==> config.mk <==
export PLATFORM = sky130hd
export DESIGN_NAME = nic_ctrl_regs
export DESIGN_NICKNAME = d
export VERILOG_FILES = /design/src/rtl/nic_regs_pkg.sv /design/src/rtl/nic_cmd_reg.sv /design/src/rtl/nic_irq_unit.sv /design/src/rtl/nic_stn_regs.sv /design/src/rtl/nic_ctrl_regs.sv
export SDC_FILE = /design/constraint.sdc
export NUM_CORES = 1
export LEC_CHECK = 0
export BUFFER_PORTS_ARGS = -buffer_cell sky130_fd_sc_hd__buf_4
export CAP_MARGIN = 20
export CELL_PAD_IN_SITES_DETAIL_PLACEMENT = 1
export CELL_PAD_IN_SITES_GLOBAL_PLACEMENT = 1
export CORE_ASPECT_RATIO = 0.75
export CORE_MARGIN = 2
export CORE_UTILIZATION = 39
export CTS_CLUSTER_SIZE = 25
export DETAILED_ROUTE_END_ITERATION = 10
export GPL_TIMING_DRIVEN = 0
export PLACE_DENSITY = 0.91
export REMOVE_ABC_BUFFERS = 1
export SKIP_LAST_GASP = 1
export SYNTH_ARGS = -nofsm -noshare
export SYNTH_HDL_FRONTEND = slang
export SYNTH_HIERARCHICAL = 1
export SYNTH_SLANG_ARGS = --single-unit
==> constraint.sdc <==
create_clock -name clk -period 8.5 [get_ports clk]
set_input_delay 1.7 -clock clk [delete_from_list [all_inputs] [get_ports clk]]
set_output_delay 1.7 -clock clk [all_outputs]
set_load 0.005 [all_outputs]
==> src/rtl/nic_regs_pkg.sv <==
package nic_regs_pkg;
  localparam int DW     = 8;
  localparam int AW     = 4;
  localparam int NSTN   = 6;

  typedef enum logic [1:0] {PG0 = 2'd0, PG1 = 2'd1, PG2 = 2'd2, PG3 = 2'd3} page_e;

  localparam logic [AW-1:0] OFF_CMD   = 4'h0;
  localparam logic [AW-1:0] OFF_ISR   = 4'h7;
  localparam logic [AW-1:0] OFF_RXREG = 4'hC;
  localparam logic [AW-1:0] OFF_IMR   = 4'hF;
  localparam logic [AW-1:0] OFF_CURP  = 4'h7;

  localparam int CMD_STOP  = 0;
  localparam int CMD_START = 1;
  localparam int CMD_TX    = 2;
  localparam int CMD_RD_LO = 3;
  localparam int CMD_PG_LO = 6;

  localparam logic [DW-1:0] CMD_RESET = 8'h21;
  localparam logic [DW-1:0] ISR_RESET = 8'h80;
endpackage

==> src/rtl/nic_cmd_reg.sv <==
module nic_cmd_reg
  import nic_regs_pkg::*;
(
  input  logic          clk,
  input  logic          rst_n,
  input  logic          we,
  input  logic [DW-1:0] wdata,
  input  logic          tx_done,
  output logic [DW-1:0] cmd_q
);
  logic tx_q;
  logic [DW-1:0] fields_q;

  always_ff @(posedge clk) begin
    if (!rst_n) begin
      fields_q <= CMD_RESET;
      tx_q     <= 1'b0;
    end else begin
      if (we) fields_q <= wdata;
      // a fresh request written this cycle outranks a completion
      if (we && wdata[CMD_TX]) tx_q <= 1'b1;
      else if (tx_done)        tx_q <= 1'b0;
    end
  end

  always_comb begin
    cmd_q         = fields_q;
    cmd_q[CMD_TX] = tx_q;
  end
endmodule

==> src/rtl/nic_irq_unit.sv <==
module nic_irq_unit #(
  parameter int NBIT = 8,
  parameter logic [NBIT-1:0] STAT_RST = '0
) (
  input  logic            clk,
  input  logic            rst_n,
  input  logic [NBIT-1:0] evt,
  input  logic            clr_we,
  input  logic [NBIT-1:0] clr_bits,
  input  logic            mask_we,
  input  logic [NBIT-1:0] mask_d,
  output logic [NBIT-1:0] stat_q,
  output logic [NBIT-1:0] mask_q,
  output logic            irq
);
  logic [NBIT-1:0] clr_eff;

  assign clr_eff = clr_we ? clr_bits : '0;

  always_ff @(posedge clk) begin
    if (!rst_n) begin
      stat_q <= STAT_RST;
      mask_q <= '0;
    end else begin
      stat_q <= (stat_q & ~clr_eff) | evt;
      if (mask_we) mask_q <= mask_d;
    end
  end

  assign irq = |(stat_q & mask_q);
endmodule

==> src/rtl/nic_stn_regs.sv <==
module nic_stn_regs #(
  parameter int NBYTES = 6,
  parameter int DW     = 8,
  parameter int IW     = 3
) (
  input  logic                 clk,
  input  logic                 rst_n,
  input  logic                 we,
  input  logic [IW-1:0]        idx,
  input  logic [DW-1:0]        wdata,
  output logic [NBYTES*DW-1:0] bytes_q
);
  for (genvar g = 0; g < NBYTES; g++) begin : g_byte
    always_ff @(posedge clk) begin
      if (!rst_n)                         bytes_q[g*DW +: DW] <= '0;
      else if (we && idx == IW'(g))       bytes_q[g*DW +: DW] <= wdata;
    end
  end
endmodule

==> src/rtl/nic_ctrl_regs.sv <==
module nic_ctrl_regs
  import nic_regs_pkg::*;
(
  input  logic               clk,
  input  logic               rst_n,
  input  logic [3:0]         addr_i,
  input  logic               wr_i,
  input  logic [7:0]         wdata_i,
  input  logic               rd_i,
  output logic [7:0]         rdata_o,
  input  logic [7:0]         evt_i,
  input  logic               tx_done_i,
  input  logic [7:0]         rx_status_i,
  output logic               irq_o,
  output logic [1:0]         page_o,
  output logic               start_o,
  output logic               stop_o,
  output logic               tx_req_o,
  output logic [2:0]         rdma_cmd_o,
  output logic [7:0]         rx_cfg_o,
  output logic [47:0]        station_addr_o,
  output logic [7:0]         cur_page_o
);
  localparam int IW = $clog2(NSTN + 1);

  logic [DW-1:0] cmd_val, isr_val, imr_val, rxcfg_q, curp_q;
  page_e         pg;
  logic          at_cmd, wr_cmd, wr_isr, wr_imr, wr_rxcfg, wr_stn, wr_curp;
  logic          stn_hit;
  logic [IW-1:0] stn_idx;

  assign pg      = page_e'(cmd_val[CMD_PG_LO +: 2]);
  assign at_cmd  = (addr_i == OFF_CMD);
  assign stn_hit = (addr_i != OFF_CMD) && (int'(addr_i) <= NSTN);
  assign stn_idx = IW'(addr_i - 4'd1);

  assign wr_cmd   = wr_i && at_cmd;
  assign wr_isr   = wr_i && pg == PG0 && addr_i == OFF_ISR;
  assign wr_imr   = wr_i && pg == PG0 && addr_i == OFF_IMR;
  assign wr_rxcfg = wr_i && pg == PG0 && addr_i == OFF_RXREG;
  assign wr_stn   = wr_i && pg == PG1 && stn_hit;
  assign wr_curp  = wr_i && pg == PG1 && addr_i == OFF_CURP;

  nic_cmd_reg u_cmd (
    .clk(clk), .rst_n(rst_n), .we(wr_cmd), .wdata(wdata_i),
    .tx_done(tx_done_i), .cmd_q(cmd_val)
  );

  nic_irq_unit #(.NBIT(DW), .STAT_RST(ISR_RESET)) u_irq (
    .clk(clk), .rst_n(rst_n), .evt(evt_i),
    .clr_we(wr_isr), .clr_bits(wdata_i),
    .mask_we(wr_imr), .mask_d(wdata_i),
    .stat_q(isr_val), .mask_q(imr_val), .irq(irq_o)
  );

  nic_stn_regs #(.NBYTES(NSTN), .DW(DW), .IW(IW)) u_stn (
    .clk(clk), .rst_n(rst_n), .we(wr_stn), .idx(stn_idx),
    .wdata(wdata_i), .bytes_q(station_addr_o)
  );

  always_ff @(posedge clk) begin
    if (!rst_n) begin
      rxcfg_q <= '0;
      curp_q  <= '0;
    end else begin
      if (wr_rxcfg) rxcfg_q <= wdata_i;
      if (wr_curp)  curp_q  <= wdata_i;
    end
  end

  always_comb begin
    rdata_o = '0;
    if (rd_i) begin
      if (at_cmd) rdata_o = cmd_val;
      else begin
        unique case (pg)
          PG0: begin
            if (addr_i == OFF_ISR)        rdata_o = isr_val;
            else if (addr_i == OFF_RXREG) rdata_o = rx_status_i;
          end
          PG1: begin
            if (stn_hit)                  rdata_o = station_addr_o[int'(stn_idx)*DW +: DW];
            else if (addr_i == OFF_CURP)  rdata_o = curp_q;
          end
          PG2: begin
            if (addr_i == OFF_IMR)        rdata_o = imr_val;
            else if (addr_i == OFF_RXREG) rdata_o = rxcfg_q;
          end
          default: rdata_o = '0;
        endcase
      end
    end
  end

  assign page_o     = cmd_val[CMD_PG_LO +: 2];
  assign start_o    = cmd_val[CMD_START];
  assign stop_o     = cmd_val[CMD_STOP];
  assign tx_req_o   = cmd_val[CMD_TX];
  assign rdma_cmd_o = cmd_val[CMD_RD_LO +: 3];
  assign rx_cfg_o   = rxcfg_q;
  assign cur_page_o = curp_q;
endmodule

==> flow_summary.yaml <==
run_status:
  status: "finished, final reports clean"
sta:
  finalCritPeriodShare: 0.738
  slew_headroom: 0.396
  tightest_slew_ps: 903
  hold_violations: 0
  grt_setup_unrepaired: "false"
  setup_viol: 0
  final.setup.worst_slack_ps: 2230
  fin_tns_setup_ps: 0
  period_minus_slack_ps: 6270
  fmax_ghz: 0.159
  report.final.slew_viol_count: 0
  finClkSkew_ps: 5.03
worst_setup_path:
  crit_top_cell: "buf_4"
  start_kind: "input port"
  path_cells: "buf_4, ha_1, nor2b_1, and2_1, a21oi_1, o32ai_1, buf_4"
  end_kind: "primary output"
  path_buf_inv: 2
  cp.depth: 7
  rr_startpoint: "u_cmd/fields_q[6]"
  cpMaxStageDelayCell: "nor2b_1"
  crit_type: "input port to primary output"
  slowest_delay_ps: 770
  r2r-end: "u_stn/bytes_q[44]"
  crit_start: "addr_i[0]"
  arrival_ps: 4570
  r2r_cells: 5
  cp.required_ps: 6800
  cp-endpoint: "rdata_o[7]"
  crit_family: "simple AND/OR/NAND/NOR gates"
  worst-r2r-setup-slack_ps: 6000
  cp_max_fo: 19
drt:
  post_drt_wl_per_cell_um: 20.6
  dr.pass1.iters: 5
  drtAntennaViolNets: 0
  routed_via_density: 5.68
  num_vias: 4102
  drt_wl_total_um: 14900
  drcViolationCount: 0
  drtIter0Drc: 321
global_route:
  antenna_found_initial: 0
  grt_pass1_vias: 4344
  grt_first_pass_wirelength_um: 23400
  track_usage: 0.240
  grt_max_degree: 89
  grt.overflow.total: 0
clocking:
  cts_hold_buf: 0
  cts.repair.resized: 0
  clockBufferDepth: 2
  cts_htree_levels: 3
  post_cts_buffers: 0
  cts_tree: "built"
  cts.sinks: 88
  cts_made_buffers: 9
  ctsRootBufferMaster: "clkbuf_16"
  cts.reportedPaths.clkPinSlew_ps: 60
  insertion_delay_ps: 350
synthesis:
  yosysSeqAreaShare: 0.395
  postSynthAreaPerCell_um2: 9.14
  synth-seq-cells: 88
  async_flop_share: 0
  synth_edf_count: 0
  ys.flop_type: "dfxtp_1"
  synthCells: 488
  yosys_warnings: 6
  ys_types: 53
  synth_area_um2: 4460
power_and_ir_drop:
  vdd_drop_max_v: 0.000104
  p_leak_nw: 2.36
  powerDensity_nw_per_um2: 159
  power.total_w: 0.000890
floorplan:
  dieWidth_um: 128
  rows: 33
  core_um2: 11000
  die_y_um: 96.6
  dieArea_um2: 12300
  ioPinCount: 114
  initial_utilization: 0.405
place:
  pre_cts_ws_ps: 1800
  io_buffers: 113
  gp_congestion: 0.919
  dp_hpwl_um: 10900
worst_hold_path:
  hold_path.class: "flop to flop"
layout:
  n_fill_cell: 1256
  final_nets: 615
  multi_input_area_um2: 2480
  final_common_cell: "buf_4"
  drive_gt1_frac: 0.249
  most-common-layout-cells: "113 x buf_4, 104 x nand2_1, 88 x dfxtp_1"
  n_antenna_cell: 0
  regArea_um2: 1760
  area_growth_pct: 25.4
job:
  drv_cap: 0
synth_stat cells (all sizes together), types with 3 or more instances:
cell,instances,area (µm²)
nor2b,17,114
and2,4,25.0
o31ai,6,45.0
o21a,7,52.6
nand3b,3,22.5
a32oi,7,61.3
nand2,106,403
a22oi,4,30.0
buf,22,159
o21ai,9,45.0
inv,7,26.3
nor2,17,71.3
nor3,8,40.0
a221oi,6,52.6
a21oi,15,75.1
ha,3,37.5
clkbuf,12,45.0
o311ai,6,90.1
a21boi,16,120
dfxtp,88,1760
nand3,23,115
mux2i,78,781
how the worst min path moves through the flow:
stage                            from  slack (ps)                 to  cells past startpoint
floorplan             u_irq/stat_q[7]         460    u_irq/stat_q[7]                      1
global placement    u_stn/bytes_q[17]         460  u_stn/bytes_q[17]                      2
detailed placement        rx_cfg_o[6]         470        rx_cfg_o[6]                      2
CTS                       rx_cfg_o[6]         480        rx_cfg_o[6]                      2
global route              rx_cfg_o[6]         500        rx_cfg_o[6]                      2
finish                    rx_cfg_o[6]         480        rx_cfg_o[6]                      2
kinds of logic (layout without fill, tap and decap cells):
family | after synthesis | in the layout | synth area share
AOI/OAI and AO/OA | 84 | 84 | 0.147
xor gates and xnor gates | 1 | 1 | 0.00617
adders and majority gates | 3 | 3 | 0.00841
buffers and inverters | 41 | 135 | 0.0516
DFF | 88 | 88 | 0.395
muxes | 81 | 81 | 0.188
and+or+nand+nor | 190 | 190 | 0.203
per-layer routing:
metal	part of all wire	routed length (µm)	global-route usage	vias up
met5	0	0	0	-
met4	0.019	280	0.0592	0
met3	0.066	975	0.0647	24
met2	0.45	6750	0.376	149
met1	0.46	6870	0.328	2021
li1	-	-	-	1908
report_power, final:
part / internal (W) / total [W] / switching (W)
logic: 0.0000314 / 0.0000856 / 0.0000542
registers: 0.000416 / 0.000420 / 0.00000352
clock network: 0.000219 / 0.000385 / 0.000166
metrics by stage:
step	hold slack, ps	cell area, µm²	instances	util
finish	476	5600	722	0.508
global placement	462	5280	707	0.479
detailed placement	467	5290	707	0.480
global route	503	5600	722	0.508
floorplan	460	4260	454	-
CTS	477	5570	721	0.505
flip-flops by register name, indices dropped and copies added (netlist names):
register / count
u_stn/bytes_q: 48
cur_page_o: 8
rx_cfg_o: 8
u_irq/mask_q: 8
u_irq/stat_q: 8
u_cmd/fields_q: 7
u_cmd/tx_q: 1
cell type report:
cell class,count,area share
Multi-Input combinational cell,359,0.443
Sequential cell,88,0.315
Timing Repair Buffer,114,0.157
Clock buffer,12,0.0476
Tap cell,140,0.0313
Inverter,7,0.00470
Clock inverter,2,0.00246
worst reg2reg max path, stage by stage, from the launching register on:
cell	delay, ps
dfxtp_1	480
nor2b_1	320
nand2_1	170
nor2_1	310
nand4b_1	700
mux2i_1	430
No activity file was read; power rests on OpenSTA's default activity.
